## src/rtl/gpio_pin_pkg.sv

```systemverilog
package gpio_pin_pkg;

    localparam int PKG_NPINS     = 36;
    localparam int PKG_LVL_BYTES = 8;
    localparam int PKG_WIN_BYTES = 48;

    localparam int PIN_LOW_IRQ   = 1;
    localparam int PIN_PULSE_IRQ = 9;

    localparam int OUT_BIT = 0;
    localparam int LVL_BIT = 1;
    localparam int OE_BIT  = 2;

    typedef enum logic [1:0] {
        RGN_LEVEL = 2'd0,
        RGN_PIN   = 2'd1,
        RGN_SPARE = 2'd2
    } region_e;

    typedef enum logic [1:0] {
        NMI_IDLE = 2'd0,
        NMI_HIGH = 2'd1,
        NMI_LOW  = 2'd2
    } nmi_phase_e;

    typedef struct packed {
        logic valid;
        logic level;
    } pad_evt_t;

    function automatic logic [7:0] pin_rst_val(int idx);
        return (idx == PIN_LOW_IRQ) ? 8'h02 : 8'h00;
    endfunction

    function automatic logic [7:0] merge_write(logic [7:0] old_b, logic [7:0] wd);
        logic [7:0] nb;
        nb = wd;
        nb[LVL_BIT] = wd[OE_BIT] ? wd[OUT_BIT] : old_b[LVL_BIT];
        return nb;
    endfunction

    function automatic logic [7:0] merge_level(logic [7:0] base, logic lvl);
        logic [7:0] nb;
        nb = base;
        nb[LVL_BIT] = lvl;
        return nb;
    endfunction

endpackage

```

## src/rtl/gpio_bus_dec.sv

```systemverilog
module gpio_bus_dec
    import gpio_pin_pkg::*;
#(
    parameter int NUM_PINS  = PKG_NPINS,
    parameter int LVL_BYTES = PKG_LVL_BYTES,
    parameter int WIN_BYTES = PKG_WIN_BYTES,
    localparam int AW = $clog2(WIN_BYTES),
    localparam int PW = $clog2(NUM_PINS)
) (
    input  logic [AW-1:0] addr,
    output region_e       region,
    output logic [PW-1:0] pin_idx
);
    always_comb begin
        pin_idx = PW'(32'(addr) - LVL_BYTES);
        if (32'(addr) < LVL_BYTES)
            region = RGN_LEVEL;
        else if (32'(addr) < LVL_BYTES + NUM_PINS)
            region = RGN_PIN;
        else
            region = RGN_SPARE;
    end
endmodule

```

## src/rtl/gpio_evt_gen.sv

```systemverilog
module gpio_evt_gen
    import gpio_pin_pkg::*;
#(
    parameter int NUM_PINS = PKG_NPINS
) (
    input  logic                clk,
    input  logic                rst,
    input  logic [NUM_PINS-1:0] pad_in,
    input  logic                nmi_req,
    output pad_evt_t [NUM_PINS-1:0] evt
);
    logic [NUM_PINS-1:0] pad_q;
    nmi_phase_e          phase_q;

    function automatic logic [NUM_PINS-1:0] pad_rst_val();
        logic [NUM_PINS-1:0] v;
        for (int i = 0; i < NUM_PINS; i++) v[i] = pin_rst_val(i)[LVL_BIT];
        return v;
    endfunction

    always_ff @(posedge clk) begin
        if (rst) begin
            pad_q   <= pad_rst_val();
            phase_q <= NMI_IDLE;
        end else begin
            pad_q <= pad_in;
            case (phase_q)
                NMI_IDLE: if (nmi_req) phase_q <= NMI_HIGH;
                NMI_HIGH: phase_q <= NMI_LOW;
                default:  phase_q <= NMI_IDLE;
            endcase
        end
    end

    for (genvar i = 0; i < NUM_PINS; i++) begin : g_evt
        if (i == PIN_PULSE_IRQ) begin : g_nmi_pin
            always_comb begin
                if (phase_q != NMI_IDLE) begin
                    evt[i].valid = 1'b1;
                    evt[i].level = (phase_q == NMI_HIGH);
                end else begin
                    evt[i].valid = pad_in[i] ^ pad_q[i];
                    evt[i].level = pad_in[i];
                end
            end
        end else begin : g_plain_pin
            always_comb begin
                evt[i].valid = pad_in[i] ^ pad_q[i];
                evt[i].level = pad_in[i];
            end
        end
    end

    p_nmi_seq_r7: assert property (@(posedge clk) disable iff (rst)
        (phase_q == NMI_HIGH) |=> (phase_q == NMI_LOW));
endmodule

```

## src/rtl/gpio_pin_file.sv

```systemverilog
module gpio_pin_file
    import gpio_pin_pkg::*;
#(
    parameter int NUM_PINS = PKG_NPINS,
    localparam int PW = $clog2(NUM_PINS)
) (
    input  logic                     clk,
    input  logic                     rst,
    input  logic                     wr_en,
    input  logic [PW-1:0]            wr_idx,
    input  logic [7:0]               wdata,
    input  pad_evt_t [NUM_PINS-1:0]  evt,
    output logic [NUM_PINS-1:0][7:0] regs_q,
    output logic [NUM_PINS-1:0]      changed,
    output logic [NUM_PINS-1:0]      oe_hit
);
    for (genvar i = 0; i < NUM_PINS; i++) begin : g_pin
        logic       hit_w;
        logic [7:0] base_b;
        logic [7:0] next_b;

        always_comb begin
            hit_w      = wr_en && (wr_idx == PW'(i));
            base_b     = hit_w ? merge_write(regs_q[i], wdata) : regs_q[i];
            next_b     = evt[i].valid ? merge_level(base_b, evt[i].level) : base_b;
            changed[i] = evt[i].valid && (next_b != base_b);
            oe_hit[i]  = evt[i].valid && base_b[OE_BIT];
        end

        always_ff @(posedge clk) begin
            if (rst) regs_q[i] <= pin_rst_val(i);
            else     regs_q[i] <= next_b;
        end

        p_keep_lvl_r4: assert property (@(posedge clk) disable iff (rst)
            (hit_w && !wdata[OE_BIT] && !evt[i].valid)
            |=> (regs_q[i][LVL_BIT] == $past(regs_q[i][LVL_BIT])));

        p_oe_copy_r4: assert property (@(posedge clk) disable iff (rst)
            (hit_w && wdata[OE_BIT] && !evt[i].valid)
            |=> (regs_q[i][LVL_BIT] == $past(wdata[OUT_BIT])));

        p_evt_lvl_only_r5: assert property (@(posedge clk) disable iff (rst)
            (evt[i].valid && !hit_w)
            |=> (((regs_q[i] ^ $past(regs_q[i])) & 8'hFD) == 8'h00)
                && (regs_q[i][LVL_BIT] == $past(evt[i].level)));
    end
endmodule

```

## src/rtl/gpio_irq_out.sv

```systemverilog
module gpio_irq_out
    import gpio_pin_pkg::*;
#(
    parameter int NUM_PINS = PKG_NPINS
) (
    input  logic                    clk,
    input  logic                    rst,
    input  pad_evt_t [NUM_PINS-1:0] evt,
    input  logic [NUM_PINS-1:0]     changed,
    input  logic [NUM_PINS-1:0]     oe_hit,
    output logic                    irq_low_pin,
    output logic                    irq_pulse_pin,
    output logic                    err_drive,
    output logic                    unimpl_evt
);
    localparam logic [NUM_PINS-1:0] ROUTED =
        (NUM_PINS'(1) << PIN_LOW_IRQ) | (NUM_PINS'(1) << PIN_PULSE_IRQ);

    logic [NUM_PINS-1:0] lvl_vec;
    always_comb
        for (int i = 0; i < NUM_PINS; i++) lvl_vec[i] = evt[i].level;

    always_ff @(posedge clk) begin
        if (rst) begin
            irq_low_pin   <= 1'b0;
            irq_pulse_pin <= 1'b0;
            err_drive     <= 1'b0;
            unimpl_evt    <= 1'b0;
        end else begin
            if (changed[PIN_LOW_IRQ])   irq_low_pin   <= ~lvl_vec[PIN_LOW_IRQ];
            if (changed[PIN_PULSE_IRQ]) irq_pulse_pin <= lvl_vec[PIN_PULSE_IRQ];
            err_drive  <= |oe_hit;
            unimpl_evt <= |(changed & ~ROUTED);
        end
    end

    p_irq_low_pol_r6: assert property (@(posedge clk) disable iff (rst)
        changed[PIN_LOW_IRQ] |=> (irq_low_pin == !$past(lvl_vec[PIN_LOW_IRQ])));

    p_irq_low_hold_r6: assert property (@(posedge clk) disable iff (rst)
        !changed[PIN_LOW_IRQ] |=> $stable(irq_low_pin));

    p_irq_pulse_pol_r7: assert property (@(posedge clk) disable iff (rst)
        changed[PIN_PULSE_IRQ] |=> (irq_pulse_pin == $past(lvl_vec[PIN_PULSE_IRQ])));

    p_unimpl_flag_r8: assert property (@(posedge clk) disable iff (rst)
        (|(changed & ~ROUTED)) |=> unimpl_evt);
endmodule

```

## src/rtl/gpio_pin_ctrl.sv

```systemverilog
module gpio_pin_ctrl
    import gpio_pin_pkg::*;
#(
    parameter int NUM_PINS  = PKG_NPINS,
    parameter int LVL_BYTES = PKG_LVL_BYTES,
    parameter int WIN_BYTES = PKG_WIN_BYTES,
    localparam int AW = $clog2(WIN_BYTES),
    localparam int PW = $clog2(NUM_PINS)
) (
    input  logic                clk,
    input  logic                rst,
    input  logic                bus_sel,
    input  logic                bus_wr,
    input  logic [AW-1:0]       bus_addr,
    input  logic [7:0]          bus_wdata,
    output logic [7:0]          bus_rdata,
    input  logic [NUM_PINS-1:0] pad_in,
    input  logic                nmi_req,
    output logic                irq_low_pin,
    output logic                irq_pulse_pin,
    output logic                err_drive,
    output logic                unimpl_evt
);
    region_e                  region;
    logic [PW-1:0]            pin_idx;
    pad_evt_t [NUM_PINS-1:0]  evt;
    logic [NUM_PINS-1:0][7:0] regs_q;
    logic [NUM_PINS-1:0]      changed;
    logic [NUM_PINS-1:0]      oe_hit;
    logic                     pin_wr;

    gpio_bus_dec #(.NUM_PINS(NUM_PINS), .LVL_BYTES(LVL_BYTES), .WIN_BYTES(WIN_BYTES)) dec_i (
        .addr(bus_addr), .region(region), .pin_idx(pin_idx));

    gpio_evt_gen #(.NUM_PINS(NUM_PINS)) evt_i (
        .clk(clk), .rst(rst), .pad_in(pad_in), .nmi_req(nmi_req), .evt(evt));

    assign pin_wr = bus_sel && bus_wr && (region == RGN_PIN);

    gpio_pin_file #(.NUM_PINS(NUM_PINS)) file_i (
        .clk(clk), .rst(rst), .wr_en(pin_wr), .wr_idx(pin_idx), .wdata(bus_wdata),
        .evt(evt), .regs_q(regs_q), .changed(changed), .oe_hit(oe_hit));

    gpio_irq_out #(.NUM_PINS(NUM_PINS)) irq_i (
        .clk(clk), .rst(rst), .evt(evt), .changed(changed), .oe_hit(oe_hit),
        .irq_low_pin(irq_low_pin), .irq_pulse_pin(irq_pulse_pin),
        .err_drive(err_drive), .unimpl_evt(unimpl_evt));

    always_comb begin
        bus_rdata = 8'h00;
        if (bus_sel && !bus_wr && region == RGN_PIN) bus_rdata = regs_q[pin_idx];
    end

    logic any_evt;
    always_comb begin
        any_evt = 1'b0;
        for (int i = 0; i < NUM_PINS; i++) any_evt = any_evt | evt[i].valid;
    end

    p_spare_wr_ignored_r2: assert property (@(posedge clk) disable iff (rst)
        (bus_sel && bus_wr && region != RGN_PIN && !any_evt) |=> $stable(regs_q));
endmodule

```

## config.mk

```make
export PLATFORM = sky130hd
export DESIGN_NAME = gpio_pin_ctrl
export DESIGN_NICKNAME = d
export VERILOG_FILES = /design/src/rtl/gpio_pin_pkg.sv /design/src/rtl/gpio_bus_dec.sv /design/src/rtl/gpio_evt_gen.sv /design/src/rtl/gpio_pin_file.sv /design/src/rtl/gpio_irq_out.sv /design/src/rtl/gpio_pin_ctrl.sv
export SDC_FILE = /design/constraint.sdc
export NUM_CORES = 1
export LEC_CHECK = 0
export BUFFER_PORTS_ARGS = -buffer_cell sky130_fd_sc_hd__buf_2
export CAP_MARGIN = 15
export CORE_ASPECT_RATIO = 1.4
export CORE_UTILIZATION = 56
export CTS_CLUSTER_DIAMETER = 60
export DETAILED_ROUTE_END_ITERATION = 10
export GPL_ROUTABILITY_DRIVEN = 0
export GPL_TIMING_DRIVEN = 0
export PLACE_DENSITY = 0.76
export SLEW_MARGIN = 20
export SYNTH_ARGS = -nofsm -noshare
export SYNTH_HDL_FRONTEND = slang
export SYNTH_SLANG_ARGS = --single-unit
export TNS_END_PERCENT = 30
```

## constraint.sdc

```tcl
create_clock -name clk -period 3.81 [get_ports clk]
set_input_delay 0.5715 -clock clk [delete_from_list [all_inputs] [get_ports clk]]
set_output_delay 0.5715 -clock clk [all_outputs]
set_load 0.02 [all_outputs]
```

# Yosys cells after proc, flatten, opt, wreduce, memory -nomap -nowiden
# Cells that the tools add are included.
# totals
regBits	330
out_inout_bits	12
# classes
add_sub_neg	1
order_cmp	3
eq_ne	74
muxes	116
n_bitwise	37
reduce_logical	118
# op_table
op	n
$mux 8	38
$ne 8x8->1	36
$logic_and 1x1->1	112
$eq 6x5->1 const B	16
$mux 2	40
$bmux 8 s6	1
$eq 6x4->1 const B	8
$mux 1	36
$reduce_or 36->1	1
$xor 1x1->1	36
$reduce_or 34->1	1
$eq 6x3->1 const B	4
$eq 6x6->1 const B	4
$eq 6x2->1 const B	2
$lt 6x7->1 const B	1
$eq 6x1->1 const B	1
$logic_not 6->1	1
$lt 6x4->1 const B	1
$lt 6x6->1 const B	1
$sub 6x4->6 const B	1
$eq 2x1->1 const B	2
$pmux 2 s2	1
$logic_not 2->1	1
$ne 2x2->1 const B	1
3 further kinds	3

# Logic depth before layout (Yosys ltp)
# logic_depth
ltp_word	11
ltp_mapped	14
depth_no_buf	10

# Hierarchy
# From an unflattened synthesis, not the netlist that was laid out.
# unflattened
hier_cells	2157
area_unflattened_um2	18471.5
# modules_own_cells
mod	n_inst	cells_each	area_each_um2
gpio_pin_file	1	1764	14113.5
gpio_pin_ctrl	1	194	2364.8
gpio_evt_gen	1	154	1635.3
gpio_irq_out	1	32	267.8
gpio_bus_dec	1	13	90.1

# Worst setup path before layout
# OpenSTA, ideal clock, no wires.
# synth_path
kind	input-to-reg
startpoint	input bus_addr[3]
endpoint	register irq_i.err_drive
setup_ns	0.132
arrival_ns	3.843
slack_ns	-0.165
stages	13
path_cell_list	buf_2 > inv_2 > buf_1 > ha_1 > nand2_1 > o22a_1 > buf_6 > nor3_2 > mux2_2 > a2111oi_0 > o2111ai_1 > nor4_1 > a31oi_1
# synth_between
elab_chain_len	9
word_cells_on_any_way	152
classes_between	add/sub (1); order compare (2); eq/ne (36); mux (38); reduce/logical (75)
# synth_lines
element	line	rtl
start, declared	gpio_pin_ctrl.sv:14	input logic [AW-1:0] bus_addr,
$lt 6x6->1	gpio_bus_dec.sv:18	else if (32'(addr) < LVL_BYTES + NUM_PINS)
$mux 2	gpio_bus_dec.sv:18	
$mux 2	gpio_bus_dec.sv:16	if (32'(addr) < LVL_BYTES)
$eq 2x1->1	gpio_pin_ctrl.sv:38	assign pin_wr = bus_sel && bus_wr && (region == RGN_PIN);
$logic_and 1x1->1	gpio_pin_ctrl.sv:38	
$logic_and 1x1->1	gpio_pin_file.sv:23	hit_w = wr_en && (wr_idx == PW'(i));
$mux 8	gpio_pin_file.sv:24	base_b = hit_w ? merge_write(regs_q[i], wdata) : regs_q[i];
$logic_and 1x1->1	gpio_pin_file.sv:27	oe_hit[i] = evt[i].valid && base_b[OE_BIT];
$reduce_or 36->1 *	gpio_irq_out.sv:32	err_drive <= |oe_hit;
end signal, assigned	gpio_irq_out.sv:32	
end, declared	gpio_irq_out.sv:13	output logic err_drive,
# Every way passes the cells marked *; elsewhere a longest branch is shown, timed or not.
# A chain may end at the register's enable or synchronous reset.

# Worst setup path in the final report
# layout_path
startpoint	input bus_addr[3]
endpoint	register irq_i.unimpl_evt
# layout_between
elab_chain_len	11
word_cells_on_any_way	212
classes_between	add/sub (1); order compare (2); eq/ne (68); mux (70); reduce/logical (71)
# layout_lines
element	line	rtl
$lt 6x6->1	gpio_bus_dec.sv:18	
$mux 2	gpio_bus_dec.sv:18	
$mux 2	gpio_bus_dec.sv:16	
$eq 2x1->1	gpio_pin_ctrl.sv:38	
$logic_and 1x1->1	gpio_pin_ctrl.sv:38	
$logic_and 1x1->1	gpio_pin_file.sv:23	
$mux 8	gpio_pin_file.sv:24	
$mux 2	gpio_pin_file.sv:25	next_b = evt[i].valid ? merge_level(base_b, evt[i].level) : base_b;
$ne 8x8->1	gpio_pin_file.sv:26	changed[i] = evt[i].valid && (next_b != base_b);
$logic_and 1x1->1	gpio_pin_file.sv:26	
$reduce_or 34->1 *	gpio_irq_out.sv:33	unimpl_evt <= |(changed & ~ROUTED);
end signal, assigned	gpio_irq_out.sv:33	
end, declared	gpio_irq_out.sv:14	output logic unimpl_evt
# Marked as above.

==> impl_metrics.toml <==
[run_status]
outcome = "complete, no violations"

[timing]
max_freq_mhz = 264
finalSetupTns_ns = 0
period_minus_slack_ns = 3.78
maxSlewHeadroom = 0.263
worst_slack_ns = 0.0253
setup_violations = 0
tightest_slew_ns = 1.09
final-max-slew-violation-count = 0
holdWs_ns = 0.275
rsz0062_at_grt = "true"
period_share = 0.993
hold_viol = 0
skew_ns = 0.0272

[worst_setup_path]
cpPeakStageDelay_ns = 0.50
path_class = "in2reg"
crit_top_cell = "nor4_1"
cp_cell_sequence = "buf_2 > inv_4 > buf_6 > ha_1 > or2_2 > clkbuf_2 > nor3_2 > nor3_1 > nor4_1 > o2111ai_1 > nor4_1 > a41oi_1"
critPathRequiredTime_ns = 4.17
cp_slowest_cell = "nor3_2"
worst_setup_path_start_kind = "input port"
crit_start = "bus_addr[3]"
cp_top_family = "simple AND/OR/NAND/NOR gates"
critPathCaptureType = "flop"
critPathMaxFanout = 10
path_buf_inv = 4
reg2reg_from = "evt_i.pad_q[22]"
cp.arrival_ns = 4.15

[clocking]
cts_tree = "yes"
cts_max_path_buffers = 3
clock_sinks = 330
htree_levels = 2
clk_pin_slew_ns = 0.06
cts_hold_buf = 0
cts_buffers = 34
cts-root-buf = "clkbuf_16"
clock_latency_ns = 0.54

[pwr]
powerDensity_nw_per_um2 = 421
ir_drop_mv = 0.371
total_power_uw = 7820
p_leak_uw = 0.00705

[global_route]
antenna_found_initial = 2
top_usage_layer = "met2"
gr-total-overflow = 0
grt_use_total = 0.396
met1_usage = 0.431
grtUsageMet2 = 0.639
grt_max_degree = 18
grt_first_pass_wirelength_mm = 86.4
grt_pass1_vias = 14300
use_met3 = 0.0933

[routing]
drc = 0
wl_per_cell_um = 26.4
ant_nets = 0
vias = 14600
totalWireLength_mm = 58.4
first_iter_violations = 1811
drt-pass1-iter-count = 9
via_per_inst = 6.60

[layout]
synthToLayoutAreaGrowth_pct = 14.2
final_common_cell = "dfxtp_1"
fillers = 2288
fin_cells = 2211
layout-drive-gt1-share = 0.174
final_cell_mix = "dfxtp_1 (330), nor2_1 (292), mux2i_1 (198), nand2_1 (154), a21oi_1 (93)"
n_antenna_cell = 0
layout.nets = 1872

[logic_synthesis]
synth.cell_area_sq_um = 16300
seq_area_frac_synth = 0.406
synthArstFlopShare = 0
synthDistinctLibCells = 76
avgSynthCellArea_sq_um = 9.51
synth_edf_count = 0
synth_ff_type = "dfxtp_1"
synth_cells = 1710
ys_warn_count = 0
yosys_register_bits = 330
syn-num-nets = 1766

[floorplan]
fp.coreArea_sq_um = 28500
top_level_ports = 67
fp.dieH_um = 204
num_rows = 73
dieWidth_um = 146
die_area_sq_um = 29700
initial_core_util = 0.570

[place]
dp.cells = 2140
portBuffers = 55
dp_hpwl_mm = 40.8
pre_cts_ws_ns = -1.68

[hold_path]
worstHoldStart = "pad_in[35]"
hp-class = "in2reg"

[run]
drv_cap = 0
[timing repair]
| item | 4_1_cts | 5_1_grt |
|---|---|---|
| pin swaps | 10 | 4 |
| gates resized for setup | 59 | 22 |
| setup endpoints to repair | 21 | 10 |
| buffers inserted | 14 | 3 |
[per-layer routing]
metal,up-vias,share of wire
met2,1005,0.45
met5,-,0.00043
met4,4,0.11
met3,401,0.10
met1,6920,0.33
li1,6272,-
[final cells by class]
class,instances,area [sq um],share of cell area
plain buffers,119,571,0.0307
clock buffers,46,967,0.0521
clock inverters,10,145,0.00782
inverters,36,138,0.00741
multi-input cells,1223,9270,0.499
flip-flops and latches,330,6610,0.356
well taps,375,469,0.0253
repair buffers,72,403,0.0217
[state kept, by name, summed over array words and instances (netlist names)]
name,count
irq_i.err_drive,1
file_i.regs_q,288
irq_i.unimpl_evt,1
evt_i.pad_q,36
irq_i.irq_low_pin,1
evt_i.phase_q,2
irq_i.irq_pulse_pin,1
[synthesized netlist by cell type, types with 13 or more instances]
library cell,n,share of area
buf_1,13,0.0030
dfxtp_1,330,0.41
mux4_2,88,0.12
clkbuf_1,90,0.021
nor2_1,297,0.069
nand3_1,61,0.019
o21ai_0,16,0.0049
inv_1,35,0.0081
mux2_2,19,0.013
nor3_1,17,0.0052
nor2b_1,50,0.019
maj3_1,16,0.0099
nor4_1,16,0.0062
a21oi_1,93,0.029
nand2_1,155,0.036
mux2i_1,203,0.12
buf_2,14,0.0043
nand2b_1,20,0.0077
[where the power goes]
group	switching [uW]	internal [uW]	total [uW]
logic	567	257	823
clock network	1450	1990	3440
registers	45.8	3510	3550
[worst register-to-register path, stage by stage (launching register included)]
cell and delay (ns):
dfxtp_1 0.37, nand2b_1 0.17, nor4_1 0.07, nand3_1 0.12
o21ai_0 0.09, a311oi_1 0.27, o2111ai_1 0.35, nor4_1 0.45
a41oi_1 0.18
[final timing paths]
kind / endpoint / slack, ns / depth (start not counted)
worst max-delay path: irq_i.unimpl_evt / 0.03 / 12
worst min-delay path: evt_i.pad_q[35] / 0.27 / 2
worst max register to register: irq_i.unimpl_evt / 1.56 / 8
worst min register to register: file_i.regs_q[44] / 0.46 / 2
[kinds of logic (layout without fill, tap and decap cells)]
group	after synthesis	count (layout)	share of synthesized area
adders and majority gates	17	17	0.0106
and+or+nand+nor	685	685	0.196
buffers and inverters	157	283	0.0389
DFF	330	330	0.406
AOI/OAI and AO/OA	199	199	0.0814
muxes	310	310	0.260
xor gates and xnor gates	12	12	0.00646
[stage by stage]
step	util	cell area [sq um]
5_1_grt	0.652	18600
6_report	0.652	18600
3_5_place_dp	0.597	17000
3_3_place_gp	0.597	17000
2_1_floorplan	-	16300
4_1_cts	0.647	18400
Note: power is estimated with default switching activity, not from simulation.
